**src/rtl/mac_pkg.sv**
```systemverilog
package mac_pkg;
  localparam int OP_W = 3;

  typedef enum logic [OP_W-1:0] {
    OP_UMUL     = 3'd0,
    OP_SMUL     = 3'd1,
    OP_ACC_LOAD = 3'd2,
    OP_ACC_ADD  = 3'd3,
    OP_ACC_READ = 3'd4
  } mac_op_e;

  function automatic logic op_known(input logic [OP_W-1:0] code);
    return code <= OP_ACC_READ;
  endfunction

  function automatic logic op_short(input logic [OP_W-1:0] code);
    return (code == OP_ACC_LOAD) || (code == OP_ACC_ADD);
  endfunction
endpackage

```
**src/rtl/mac_product.sv**
```systemverilog
module mac_product #(
  parameter int HALF_W = 16,
  parameter int PROD_W = 2 * HALF_W
) (
  input  logic [HALF_W-1:0] a_i,
  input  logic [HALF_W-1:0] b_i,
  input  logic              signed_i,
  output logic [PROD_W-1:0] p_o
);
  localparam int FULL_W = 2 * HALF_W + 2;

  logic signed [HALF_W:0]   a_ext;
  logic signed [HALF_W:0]   b_ext;
  logic signed [FULL_W-1:0] full;

  always_comb begin
    a_ext = {signed_i & a_i[HALF_W-1], a_i};
    b_ext = {signed_i & b_i[HALF_W-1], b_i};
    full  = FULL_W'(a_ext) * FULL_W'(b_ext);
    p_o   = full[PROD_W-1:0];
  end
endmodule

```
**src/rtl/mac_sequencer.sv**
```systemverilog
module mac_sequencer
  import mac_pkg::*;
#(
  parameter int LONG_LAT  = 3,
  parameter int SHORT_LAT = 1,
  parameter int CNT_W     = $clog2(LONG_LAT + 1)
) (
  input  logic            clk,
  input  logic            rst,
  input  logic            start_i,
  input  logic [OP_W-1:0] op_i,
  output logic            accept_o,
  output logic            finish_o,
  output logic [OP_W-1:0] fin_op_o
);
  logic [CNT_W-1:0] cnt_q;
  logic [OP_W-1:0]  op_q;
  logic [CNT_W-1:0] lat;

  always_comb begin
    lat      = op_short(op_i) ? CNT_W'(SHORT_LAT) : CNT_W'(LONG_LAT);
    accept_o = start_i && op_known(op_i) && (cnt_q == '0);
    finish_o = (accept_o && lat == CNT_W'(1)) || (cnt_q == CNT_W'(1));
    fin_op_o = accept_o ? op_i : op_q;
  end

  always_ff @(posedge clk) begin
    if (rst) begin
      cnt_q <= '0;
      op_q  <= '0;
    end else if (accept_o) begin
      op_q  <= op_i;
      cnt_q <= (lat == CNT_W'(1)) ? '0 : lat - CNT_W'(1);
    end else if (cnt_q != '0) begin
      cnt_q <= cnt_q - CNT_W'(1);
    end
  end

  // a busy unit takes no new start
  a_r8_busy_blocks_start: assert property (@(posedge clk) disable iff (rst)
    (cnt_q != '0) |-> !accept_o);
  // the countdown falls by exactly one per cycle
  a_r6_count_down: assert property (@(posedge clk) disable iff (rst)
    (cnt_q != '0) |=> (cnt_q == $past(cnt_q) - CNT_W'(1)));
  // unknown codes are never accepted
  a_r10_unknown_rejected: assert property (@(posedge clk) disable iff (rst)
    !op_known(op_i) |-> !accept_o);
endmodule

```
**src/rtl/mac_accum.sv**
```systemverilog
module mac_accum #(
  parameter int ACC_W = 32
) (
  input  logic             clk,
  input  logic             rst,
  input  logic             load_i,
  input  logic             add_i,
  input  logic [ACC_W-1:0] value_i,
  output logic [ACC_W-1:0] acc_o
);
  logic [ACC_W-1:0] acc_q;

  always_ff @(posedge clk) begin
    if (rst)         acc_q <= '0;
    else if (load_i) acc_q <= value_i;
    else if (add_i)  acc_q <= acc_q + value_i;
  end

  assign acc_o = acc_q;

  // accumulation wraps modulo 2^ACC_W
  a_r4_add_wraps: assert property (@(posedge clk) disable iff (rst)
    (add_i && !load_i) |=> (acc_q == $past(acc_q) + $past(value_i)));
  // with no load or add the accumulator holds
  a_r8_acc_holds: assert property (@(posedge clk) disable iff (rst)
    (!add_i && !load_i) |=> $stable(acc_q));
endmodule

```
**src/rtl/mac_unit.sv**
```systemverilog
module mac_unit
  import mac_pkg::*;
#(
  parameter int DATA_W    = 32,
  parameter int HALF_W    = 16,
  parameter int LONG_LAT  = 3,
  parameter int SHORT_LAT = 1
) (
  input  logic              clk,
  input  logic              rst,
  input  logic              start_i,
  input  logic [2:0]        op_i,
  input  logic [DATA_W-1:0] opa_i,
  input  logic [DATA_W-1:0] opb_i,
  output logic [DATA_W-1:0] result_o,
  output logic              wr_en_o,
  output logic              zero_o,
  output logic              neg_o,
  output logic              done_o
);
  localparam int PROD_W = 2 * HALF_W;

  logic              accept;
  logic              finish;
  logic [OP_W-1:0]   fin_op;
  logic [PROD_W-1:0] prod_now;
  logic [PROD_W-1:0] prod_q;
  logic [DATA_W-1:0] fin_prod;
  logic [DATA_W-1:0] acc;
  logic              acc_load;
  logic              acc_add;

  mac_product #(.HALF_W(HALF_W), .PROD_W(PROD_W)) u_product (
    .a_i      (opa_i[HALF_W-1:0]),
    .b_i      (opb_i[HALF_W-1:0]),
    .signed_i (op_i != OP_UMUL),
    .p_o      (prod_now)
  );

  mac_sequencer #(.LONG_LAT(LONG_LAT), .SHORT_LAT(SHORT_LAT)) u_seq (
    .clk      (clk),
    .rst      (rst),
    .start_i  (start_i),
    .op_i     (op_i),
    .accept_o (accept),
    .finish_o (finish),
    .fin_op_o (fin_op)
  );

  always_ff @(posedge clk) begin
    if (rst)         prod_q <= '0;
    else if (accept) prod_q <= prod_now;
  end

  assign fin_prod = DATA_W'(accept ? prod_now : prod_q);
  assign acc_load = finish && (fin_op == OP_ACC_LOAD);
  assign acc_add  = finish && (fin_op == OP_ACC_ADD);

  mac_accum #(.ACC_W(DATA_W)) u_accum (
    .clk     (clk),
    .rst     (rst),
    .load_i  (acc_load),
    .add_i   (acc_add),
    .value_i (fin_prod),
    .acc_o   (acc)
  );

  always_ff @(posedge clk) begin
    if (rst) begin
      result_o <= '0;
      wr_en_o  <= 1'b0;
      zero_o   <= 1'b0;
      neg_o    <= 1'b0;
      done_o   <= 1'b0;
    end else begin
      done_o  <= finish;
      wr_en_o <= 1'b0;
      if (finish) begin
        if (fin_op == OP_UMUL || fin_op == OP_SMUL) begin
          result_o <= fin_prod;
          wr_en_o  <= 1'b1;
          zero_o   <= (fin_prod == '0);
          neg_o    <= fin_prod[DATA_W-1];
        end else if (fin_op == OP_ACC_READ) begin
          result_o <= acc;
          wr_en_o  <= 1'b1;
        end
      end
    end
  end

  // a write only happens in a done cycle
  a_r6_write_in_done: assert property (@(posedge clk) disable iff (rst)
    wr_en_o |-> done_o);
  // accumulator operations leave the flags alone
  a_r7_flags_hold: assert property (@(posedge clk) disable iff (rst)
    (done_o && !wr_en_o) |-> ($stable(zero_o) && $stable(neg_o)));
  // a zero result cannot be negative
  a_r7_flags_exclusive: assert property (@(posedge clk) disable iff (rst)
    zero_o |-> !neg_o);
  // loading the accumulator completes without a register write
  a_r3_load_no_write: assert property (@(posedge clk) disable iff (rst)
    (finish && fin_op == OP_ACC_LOAD) |=> (done_o && !wr_en_o));
  // read-back delivers the accumulator
  a_r5_read_value: assert property (@(posedge clk) disable iff (rst)
    (finish && fin_op == OP_ACC_READ) |=> (wr_en_o && result_o == $past(acc)));
endmodule

```
**config.mk**
```make
export PLATFORM = sky130hd
export DESIGN_NAME = mac_unit
export DESIGN_NICKNAME = d
export VERILOG_FILES = /design/src/rtl/mac_pkg.sv /design/src/rtl/mac_product.sv /design/src/rtl/mac_sequencer.sv /design/src/rtl/mac_accum.sv /design/src/rtl/mac_unit.sv
export SDC_FILE = /design/constraint.sdc
export NUM_CORES = 1
export LEC_CHECK = 0
export BUFFER_PORTS_ARGS = -buffer_cell sky130_fd_sc_hd__buf_4
export CAP_MARGIN = 20
export CORE_ASPECT_RATIO = 0.8
export CORE_MARGIN = 2
export CORE_UTILIZATION = 55
export CTS_BUF_LIST = sky130_fd_sc_hd__clkbuf_8
export DETAILED_ROUTE_END_ITERATION = 12
export HOLD_SLACK_MARGIN = 0.02
export PLACE_DENSITY_LB_ADDON = 0.2
export SETUP_SLACK_MARGIN = 0.1
export SLEW_MARGIN = 30
export SYNTH_ARGS = -nofsm -noshare
export SYNTH_HDL_FRONTEND = slang
export SYNTH_SLANG_ARGS = --single-unit
```
**constraint.sdc**
```tcl
create_clock -name clk -period 12.1 [get_ports clk]
set_clock_uncertainty 0.15 [all_clocks]
set_input_delay 2.42 -clock clk [delete_from_list [all_inputs] [get_ports clk]]
set_output_delay 2.42 -clock clk [all_outputs]
set_load 0.005 [all_outputs]
```
==> summary.md, run 1 <==
| Metric | Value |
|---|---|
| Max Clock Freq | `approximately 90 MHz` |
| Largest net degree at the start of global routing | `73` |
| Cell variety after synth | `slightly below 60` |
| Routed WL | `37.5 mm` |
| Full die area | `~31000 sq um` |
| Ys async rst share | `0%` |
| Fin crit period | `11060 ps` |
| Fill cells | `around 2700` |
| Max Cap Viol | `0` |
| Synthesized area | `16500 sq um` |
| Antenna violations before repair | `0` |
| Ranking of synthesized cells by area | `fa_1 34%, dfxtp_1 13%, ha_1 9.0%` |
| Ratio of routed vias to standard cells | `5.54` |
| Sink Count | `approximately 110` |
| Final hold violation count | `0` |
| Main flop type after synthesis | `dfxtp_1` |
| GPL Wtd Cong | `just under 0.9` |
| Setup TNS | `0 ps` |
| Worst-Margin Slew | `930 ps` |
| Remaining antenna violation count after routing | `0` |
| WS Path Type | `in -> reg` |
| Worst-Skew Late Latency | `slightly below 400 ps` |
| PnR worst setup slack | `1040 ps` |
| Final cycle utilization of the critical path | `between 90% and 100%` |
| Slew HR | `roughly two fifths` |
| Yosys reg bits | `~110` |
| Synth Instances | `1935` |
| Vias in the first global route | `approximately 13000` |
| Postcts setup bufs | `0` |
| Layout net count | `between 2000 and 2500` |
| TritonCTS clock tree | `yes` |
| Slew Viols, Final | `0` |
| Number of synthesized flops with an enable pin | `0` |
| Area growth syn-to-layout | `5.92%` |
| Initial core utilization | `56.0%` |
| IO Pins | `around 110` |
| Worst EP required | `about 12000 ps` |
| Endpoint class of the critical path | `register` |
| Critical-path top delay cell | `mux4_2` |
| Core area | `between 20000 and 30000 sq um` |
| Status | `complete, no violations` |
| DIE WIDTH | `roughly 200 microns` |
| Clock Path Buffers | `2` |
| WL per Instance | `between 15 and 20 microns` |
| Root buf cell | `clkbuf_8` |
| Total CTS buffers | `9` |
| Reg area | `around 2100 sq um` |
| First-pass GRT wire length | `approximately 64 mm` |
| Die height | `roughly 160 microns` |
| Setup slack at placement | `about 760 ps` |
| Iteration-0 DRC Markers | `770` |
| Critical path peak fanout | `10` |
| Hpwl dp | `between 20 and 30 mm` |
| CTS clk-pin slew, worst paths | `around 90 ps` |
| Synth Area per Inst | `roughly 8.5 sq um` |
| Seq/Total Area, Yosys | `~13%` |
| Yosys warns | `0` |
| Total grt overflow | `0` |
| Hold bufs inserted after CTS | `0` |
| CP peak stage delay | `between 500 and 600 ps` |
| Htree depth | `3` |
| Crit path launch type | `input port` |
| Via count | `12900` |
| Multi-input gate area | `around 13000 sq um` |
| PortBufs | `73` |
| Worst EP arrival | `11210 ps` |
| Total GRT Usage | `approximately a quarter` |
| Syn_nets | `2407` |
| Final core occ | `roughly 60%` |
| PostCTS Resize Cnt | `0` |
| Min-delay worst type | `reg -> reg` |
| Share of cells above drive strength 1 | `6.43%` |
| Leading area contributor after synthesis | `fa_1` |
| Setup Viol. Count Final | `0` |
| RSZ-0062 raised after global routing | `false` |
| DRC | `0` |
| Row cnt | `56` |
| Top-area cell type share of the netlist area | `34.4%` |
| Pre-antenna DRT Iters | `5` |
| Antenna cell count | `0` |
==> cell usage in the layout (no fill, tap or decap), drive strengths merged, types with 4 or more instances in the layout <==
cell and n:
o21ai 47, xnor2 45, o211ai 19, buf 85, xor2 18, and2 133
o21a 7, nand2 267, a211o 4, inv 352, mux2i 14, and3 7
nor4 5, a311oi 11, nand3 19, or3 4, dfxtp 105, or2 7
nor2b 24, a21o 22, ha 119, nor2 105, a211oi 23, a21oi 98
a31oi 11, o21bai 7, fa 283, clkbuf 11, nor3 22, nand2b 4
o221ai 23
==> registers in the layout, summed over array words and instances, names as in the netlist <==
signal / count
done_o: 1
result_o: 32
prod_q: 32
u_accum.acc_o: 32
zero_o: 1
u_seq.op_q: 3
neg_o: 1
u_seq.cnt_q: 2
wr_en_o: 1
==> cells in the mapped netlist, types with 3 or more instances <==
library cell	n
nand2b_1	4
or3_1	4
o21a_1	7
o21ai_1	11
mux2i_1	13
nor4_1	5
and3_1	7
nor3_1	22
a21o_1	22
clkbuf_1	91
nand3b_1	3
fa_1	283
and2_1	133
a211oi_1	23
xor2_1	18
nor2b_1	24
ha_1	119
nand4_1	3
o221ai_1	23
a21oi_1	98
or4_1	3
inv_1	350
nand3_1	18
dfxtp_1	105
o21ai_0	35
or2_2	7
a311oi_1	11
o211ai_1	19
a2111oi_0	3
o21bai_1	7
a211o_1	4
nor2_1	105
a31oi_1	11
xnor2_1	45
nand2_1	267
==> per-stage QoR <==
step                      hold WS [ps]  cell area [sq um]  std cells
after floorplan                    298              16500       1935
after global placement             292              17200       2305
after detailed placement           297              17200       2305
after CTS                          310              17400       2321
after global routing               330              17400       2321
final                              306              17400       2321
==> metal layers <==
layer	global-route usage, %	routed length [microns]	up-vias
met1	35.5	17400	6449
met4	5.43	658	0
met2	40.9	18000	275
met3	2.97	1440	49
met5	0	0	-
li1	-	-	6090
==> worst max-delay path: cells and delay by family <==
family	cells	cell delay (ps)
muxes	2	820
xor gates and xnor gates	1	160
AOI/OAI and AO/OA	7	1480
and+or+nand+nor	8	2150
buffers and inverters	7	530
adders and majority gates	8	3630
==> kinds of logic (layout without fill, tap and decap cells) <==
family                     count (synthesis)  in the layout  share of synthesized area (%)
buffers and inverters                    442            451                           10.1
DFF                                      105            105                           12.8
AOI/OAI and AO/OA                        297            297                           11.8
and+or+nand+nor                          610            610                           17.4
muxes                                     16             16                           1.08
adders and majority gates                402            402                           43.5
xor gates and xnor gates                  63             63                           3.35
==> worst paths after layout <==
path	start	to	slack [ps]	depth (start not counted)
worst min-delay path	result_o[27]$_SDFFE_PP0P_	result_o[27]$_SDFFE_PP0P_	310	2
worst min register to register	result_o[27]$_SDFFE_PP0P_	result_o[27]$_SDFFE_PP0P_	310	2
worst max register to register	u_seq.cnt_q[0]$_SDFFE_PP0P_	u_accum.acc_o[30]$_SDFFE_PP0P_	6580	19
worst max-delay path	op_i[1]	u_accum.acc_o[31]$_SDFFE_PP0P_	1040	33
==> area by class of cell <==
cell class | count | area share (%)
inverter | 350 | 7.54
multi-input combinational | 1388 | 73.0
tap | 377 | 2.71
sequential | 105 | 12.1
clock buffer | 11 | 0.869
timing repair buffer | 85 | 3.66
clock inverter | 5 | 0.172
Power of run 1 is left out: the tool's default activity adds up to more than one toggle a clock period on the data nets, which glitch-free logic cannot reach.
==> run 2, diff against run 1 <==
Settings changed: ABC_AREA from default to 1.
==> run 2 against run 1 <==
Routed wire length increased by 25%. Critical path type unchanged. Cell count is 24% higher. Sequential cell count did not move. Hold slack better by 13 ps. Highest routed layer unchanged. First-iteration DRC count is 62% higher. Non-clock buffer count is 7 lower. Synthesized area is 7.1% higher. Setup slack improved by 600 ps. Fmax increased by 5.8%. Sequential share of layout area decreased by 0.73 points.
==> summary.md, run 2 <==
| Metric | Value |
|---|---|
| Status | `complete, no violations (unchanged)` |
| Yosys warns | `0 (unchanged)` |
| Setup slack at placement | `1390 ps (was 761 ps)` |
| Share of cells above drive strength 1 | `5.40% (was 6.43%)` |
| Leading area contributor after synthesis | `fa_1 (unchanged)` |
| Final core occ | `58.9% (was 59.4%)` |
| WS Path Type | `in -> reg (unchanged)` |
| Antenna cell count | `0 (unchanged)` |
| Worst EP required | `12270 ps (was 12250 ps)` |
| Row cnt | `58 (was 56)` |
| Crit-path most repeated cell | `nand2_1` |
| Postcts setup bufs | `0 (unchanged)` |
| DRC | `0 (unchanged)` |
| Slew Viols, Final | `0 (unchanged)` |
| Synth Area per Inst | `7.13 sq um (was 8.50 sq um)` |
| Cell variety after synth | `44 (was 59)` |
| Worst-Skew Late Latency | `410 ps (was 390 ps)` |
| GPL Wtd Cong | `0.970 (was 0.875)` |
| TritonCTS clock tree | `yes (unchanged)` |
| Remaining antenna violation count after routing | `0 (unchanged)` |
| Full die area | `33500 sq um (was 31300 sq um)` |
| Die height | `164 microns (was 159 microns)` |
| DIE WIDTH | `204 microns (was 197 microns)` |
| RSZ-0062 raised after global routing | `false (unchanged)` |
| Total grt overflow | `0 (unchanged)` |
| Syn_nets | `2943 (was 2407)` |
| Main flop type after synthesis | `dfxtp_1 (unchanged)` |
| Via count | `15200 (was 12900)` |
| Yosys reg bits | `105 (unchanged)` |
| Routed WL | `46.8 mm (was 37.5 mm)` |
| Vias in the first global route | `15400 (was 13000)` |
| Sink Count | `105 (unchanged)` |
| Iteration-0 DRC Markers | `1244 (was 770)` |
| DP Cell Count | `2867 (was 2305)` |
| Most frequent cells in the layout | `665 x nand2_1, 616 x inv_1, 283 x fa_1, 139 x nor2_1, 119 x ha_1 (was 351 x inv_1, 283 x fa_1, 265 x nand2_1, 132 x and2_1, 119 x ha_1)` |
| Htree depth | `3 (unchanged)` |
| Antenna violations before repair | `0 (unchanged)` |
| Synth Instances | `2471 (was 1935)` |
| Number of synthesized flops with an enable pin | `0 (unchanged)` |
| Ratio of routed vias to standard cells | `5.29 (was 5.54)` |
| First-pass GRT wire length | `78.0 mm (was 63.7 mm)` |
| Critical path peak fanout | `11 (was 10)` |
| PnR worst setup slack | `1640 ps (was 1040 ps)` |
| Most instantiated cells after synthesis | `665 x nand2_1, 617 x inv_1, 283 x fa_1 (was 350 x inv_1, 283 x fa_1, 267 x nand2_1)` |
| Initial core utilization | `56.0% (about the same)` |
| PortBufs | `73 (unchanged)` |
| Ys async rst share | `0% (unchanged)` |
| Count leader, synth | `nand2_1 (was inv_1)` |
| Seq/Total Area, Yosys | `11.9% (was 12.8%)` |
| Critical-path top delay cell | `fa_1 (was mux4_2)` |
| Max Clock Freq | `95.6 MHz (was 90.4 MHz)` |
| Setup TNS | `0 ps (unchanged)` |
| Final cycle utilization of the critical path | `86.4% (was 91.4%)` |
| Worst EP arrival | `10630 ps (was 11210 ps)` |
| CTS clk-pin slew, worst paths | `120 ps (was 90 ps)` |
| PostCTS Resize Cnt | `0 (unchanged)` |
| Ranking of synthesized cells by area | `fa_1 32%, nand2_1 14%, inv_1 13% (was fa_1 34%, dfxtp_1 13%, ha_1 9.0%)` |
| Most common cell after layout, fill and taps aside | `nand2_1 (was inv_1)` |
| Layout net count | `2930 (was 2411)` |
| Root buf cell | `clkbuf_8 (unchanged)` |
| Total CTS buffers | `9 (unchanged)` |
| Worst-Margin Slew | `882 ps (was 930 ps)` |
| CP peak stage delay | `700 ps (was 540 ps)` |
| Final hold violation count | `0 (unchanged)` |
| Area growth syn-to-layout | `5.20% (was 5.92%)` |
| Endpoint class of the critical path | `register (unchanged)` |
| Clock Path Buffers | `2 (unchanged)` |
| Hpwl dp | `38.2 mm (was 29.6 mm)` |
| WL per Instance | `16.2 microns (was 16.1 microns)` |
| Total GRT Usage | `29.8% (was 24.9%)` |
| Min-delay worst type | `reg -> reg (unchanged)` |
| Fill cells | `2968 (was 2672)` |
| Final cell count without fillers | `2882 (was 2321)` |
| Setup Viol. Count Final | `0 (unchanged)` |
| Pre-antenna DRT Iters | `6 (was 5)` |
| Fin crit period | `10460 ps (was 11060 ps)` |
| Largest net degree at the start of global routing | `78 (was 73)` |
| Synthesized area | `17600 sq um (was 16500 sq um)` |
| Core area | `31500 sq um (was 29400 sq um)` |
| IO Pins | `106 (unchanged)` |
| Crit path launch type | `input port (unchanged)` |
| Hold bufs inserted after CTS | `0 (unchanged)` |
| Slew HR | `41.2% (was 38.0%)` |
| Max Cap Viol | `0 (unchanged)` |
| Top-area cell type share of the netlist area | `32.1% (was 34.4%)` |
run 2: cell count changes in the layout (fill, tap and decap cells not counted), sizes merged, moves of 23 or more:
cell   before  now
xnor2      45   13
and2      133    1
nor2      105  141
inv       352  630
nand3      19   73
nor2b      24    1
nand2     267  666
o21ai      47   77
run 2: final timing paths:
kind	startpoint	endpoint	slack, ps	cells past startpoint
max	op_i[0]	u_accum.acc_o[31]$_SDFFE_PP0P_	1640	38
min	result_o[19]$_SDFFE_PP0P_	result_o[19]$_SDFFE_PP0P_	320	2
max reg2reg	u_seq.cnt_q[0]$_SDFFE_PP0P_	u_accum.acc_o[27]$_SDFFE_PP0P_	7090	19
min reg2reg	result_o[19]$_SDFFE_PP0P_	result_o[19]$_SDFFE_PP0P_	320	2
run 2: final cells by class:
type	instances	area (sq um)	share of cell area, %
well taps	420	526	2.83
multi-input cells	1637	12800	68.8
flip-flops and latches	105	2100	11.3
repair buffers	78	586	3.16
clock buffers	9	124	0.668
inverters	627	2350	12.7
clock inverters	6	100	0.540
run 2: cells by family after synthesis:
| group | Yosys count | synth area share (%) |
|---|---|---|
| AO/OA/AOI/OAI | 265 | 8.73 |
| XOR/XNOR | 31 | 1.54 |
| adder cells (fa/ha/maj) | 402 | 40.6 |
| buffers and inverters | 729 | 15.7 |
| flip-flops | 105 | 11.9 |
| AND/OR/NAND/NOR | 939 | 21.5 |
run 2: critical path, delay by kind of cell:
kind,cells,cell delay [ps]
adders and majority gates,8,3900
buffers and inverters,7,1180
AOI/OAI and AO/OA,4,690
and+or+nand+nor,19,2410
run 2: stage by stage:
| step | instance area [sq um] | hold slack, ps |
|---|---|---|
| 5_1_grt | 18500 | 338 |
| 3_5_place_dp | 18300 | 308 |
| 6_report | 18500 | 319 |
| 3_3_place_gp | 18300 | 303 |
| 2_1_floorplan | 17600 | 294 |
| 4_1_cts | 18500 | 325 |
run 2: per-layer routing:
| layer | up-vias | track usage [%] | wire, microns |
|---|---|---|---|
| met3 | 49 | 6.75 | 4510 |
| li1 | 7286 | - | - |
| met5 | - | 0 | 0 |
| met2 | 518 | 45.4 | 19700 |
| met1 | 7384 | 43.9 | 22000 |
| met4 | 0 | 4.91 | 592 |
Power of run 2 is left out for the same reason.
==> run 3, diff against run 2 <==
Settings changed: ABC_AREA 1 to default, MAX_ROUTING_LAYER from default to met4.
==> run 3 against run 2 <==
Critical path depth is 7 lower. Setup slack worse by 710 ps. Sequential share of layout area is 0.72 points higher. Count of clock-buffer cells in the layout is 1 higher. Cell count is 19% lower. Die area is 6.5% lower. Cell area is 6.0% lower. Highest routed layer unchanged.
==> summary.md, run 3 (synthesis results as in run 1) <==
| Metric | Value |
|---|---|
| Status | `complete, no violations (unchanged)` |
| Hold Slack | `308 ps (was 319 ps)` |
| Via count | `12900 (was 15200)` |
| Postcts setup bufs | `0 (unchanged)` |
| Slew Viols, Final | `0 (unchanged)` |
| Fin crit period | `11170 ps (was 10460 ps)` |
| Most frequent cells in the layout | `353 x inv_1, 283 x fa_1, 266 x nand2_1, 132 x and2_1, 119 x ha_1 (was 665 x nand2_1, 616 x inv_1, 283 x fa_1, 139 x nor2_1, 119 x ha_1)` |
| Crit-path most repeated cell | `fa_1 (was nand2_1)` |
| Clock Path Buffers | `2 (unchanged)` |
| WL per Instance | `15.9 microns (was 16.2 microns)` |
| Setup TNS | `0 ps (unchanged)` |
| DRC | `0 (unchanged)` |
| Root buf cell | `clkbuf_8 (unchanged)` |
| First-pass GRT wire length | `64.0 mm (was 78.0 mm)` |
| Max Clock Freq | `89.5 MHz (was 95.6 MHz)` |
| Antenna cell count | `0 (unchanged)` |
| Worst EP required | `12250 ps (was 12270 ps)` |
| Total GRT Usage | `25.7% (was 29.8%)` |
| Remaining antenna violation count after routing | `0 (unchanged)` |
| Largest net degree at the start of global routing | `76 (was 78)` |
| Final cycle utilization of the critical path | `92.3% (was 86.4%)` |
| Worst EP arrival | `11320 ps (was 10630 ps)` |
| Critical path peak fanout | `10 (was 11)` |
| IO Pins | `106 (unchanged)` |
| DP Cell Count | `2306 (was 2867)` |
| PostCTS Resize Cnt | `0 (unchanged)` |
| DIE WIDTH | `197 microns (was 204 microns)` |
| PortBufs | `73 (unchanged)` |
| Worst-Skew Late Latency | `380 ps (was 410 ps)` |
| Final core occ | `59.4% (was 58.9%)` |
| Row cnt | `56 (was 58)` |
| Sink Count | `105 (unchanged)` |
| GPL Wtd Cong | `0.863 (was 0.970)` |
| TritonCTS clock tree | `yes (unchanged)` |
| Full die area | `31300 sq um (was 33500 sq um)` |
| CP peak stage delay | `650 ps (was 700 ps)` |
| RSZ-0062 raised after global routing | `false (unchanged)` |
| Vias in the first global route | `13000 (was 15400)` |
| Most common cell after layout, fill and taps aside | `inv_1 (was nand2_1)` |
| Total CTS buffers | `9 (unchanged)` |
| CTS clk-pin slew, worst paths | `100 ps (was 120 ps)` |
| Ratio of routed vias to standard cells | `5.54 (was 5.29)` |
| Iteration-0 DRC Markers | `741 (was 1244)` |
| Htree depth | `3 (unchanged)` |
| Worst-Margin Slew | `1030 ps (was 882 ps)` |
| Routed WL | `37.0 mm (was 46.8 mm)` |
| Die height | `159 microns (was 164 microns)` |
| WS Path Type | `in -> reg (unchanged)` |
| Hold bufs inserted after CTS | `0 (unchanged)` |
| Antenna violations before repair | `0 (unchanged)` |
| Max Cap Viol | `0 (unchanged)` |
| Share of cells above drive strength 1 | `6.32% (was 5.40%)` |
| Crit path launch type | `input port (unchanged)` |
| Initial core utilization | `56.0% (about the same)` |
| Core area | `29400 sq um (was 31500 sq um)` |
| Hpwl dp | `29.2 mm (was 38.2 mm)` |
| Final cell count without fillers | `2322 (was 2882)` |
| Slew HR | `31.3% (was 41.2%)` |
| Fill cells | `2651 (was 2968)` |
| Critical-path top delay cell | `fa_1 (unchanged)` |
| Final hold violation count | `0 (unchanged)` |
| Total grt overflow | `0 (unchanged)` |
| Layout net count | `2412 (was 2930)` |
| Endpoint class of the critical path | `register (unchanged)` |
| Pre-antenna DRT Iters | `7 (was 6)` |
| Area growth syn-to-layout | `5.99% (was 5.20%)` |
| Setup Viol. Count Final | `0 (unchanged)` |
| Min-delay worst type | `reg -> reg (unchanged)` |
run 3: changes by cell type in the layout (fill, tap and decap cells not counted), moves of 14 or more:
cell | before | now
a211oi_1 | 2 | 23
a21o_1 | 8 | 22
and2_1 | 1 | 132
inv_1 | 616 | 353
nand2_1 | 665 | 266
nand3_1 | 72 | 18
nand4_1 | 20 | 3
nor2_1 | 139 | 105
nor2b_1 | 1 | 23
o21ai_0 | 68 | 35
o221ai_1 | 2 | 23
xnor2_1 | 13 | 45
run 3: layout make-up:
class                   instances  area [sq um]  area share (%)
clock buffers                  10           138           0.789
clock inverters                 6          51.3           0.294
inverters                     350          1310            7.53
multi-input cells            1388         12700            72.9
flip-flops and latches        105          2100            12.1
well taps                     377           472            2.70
repair buffers                 86           646            3.70
run 3: per-layer routing:
metal	routed length (microns)	share of wire [%]	GRT usage [%]
met2	17900	48	41.4
met3	1470	4.0	2.70
met4	350	0.95	3.28
met5	0	0	-
met1	17300	47	36.3
run 3: metrics by stage:
| stage | setup WS [ps] | instance area [sq um] |
|---|---|---|
| 5_1_grt | 492 | 17400 |
| 2_1_floorplan | 1760 | 16500 |
| 6_report | 931 | 17400 |
| 3_3_place_gp | 819 | 17200 |
| 3_5_place_dp | 675 | 17200 |
| 4_1_cts | 1060 | 17400 |
run 3: path summary, 6_finish.rpt:
kind                                                  start                             end  slack [ps]  cells past startpoint
worst min register to register     result_o[4]$_SDFFE_PP0P_        result_o[4]$_SDFFE_PP0P_         310                      2
worst min-delay path               result_o[4]$_SDFFE_PP0P_        result_o[4]$_SDFFE_PP0P_         310                      2
worst max register to register  u_seq.cnt_q[0]$_SDFFE_PP0P_  u_accum.acc_o[30]$_SDFFE_PP0P_        6540                     19
worst max-delay path                                op_i[0]  u_accum.acc_o[31]$_SDFFE_PP0P_         930                     31
run 3: critical path, delay by kind of cell:
kind / cells / cell delay, ps
adder cells (fa/ha/maj): 8 / 3910
AND/OR/NAND/NOR: 8 / 1950
AO/OA/AOI/OAI: 6 / 1470
multiplexers: 2 / 820
buffers and inverters: 6 / 610
XOR/XNOR: 1 / 160
Power of run 3 is left out for the same reason.
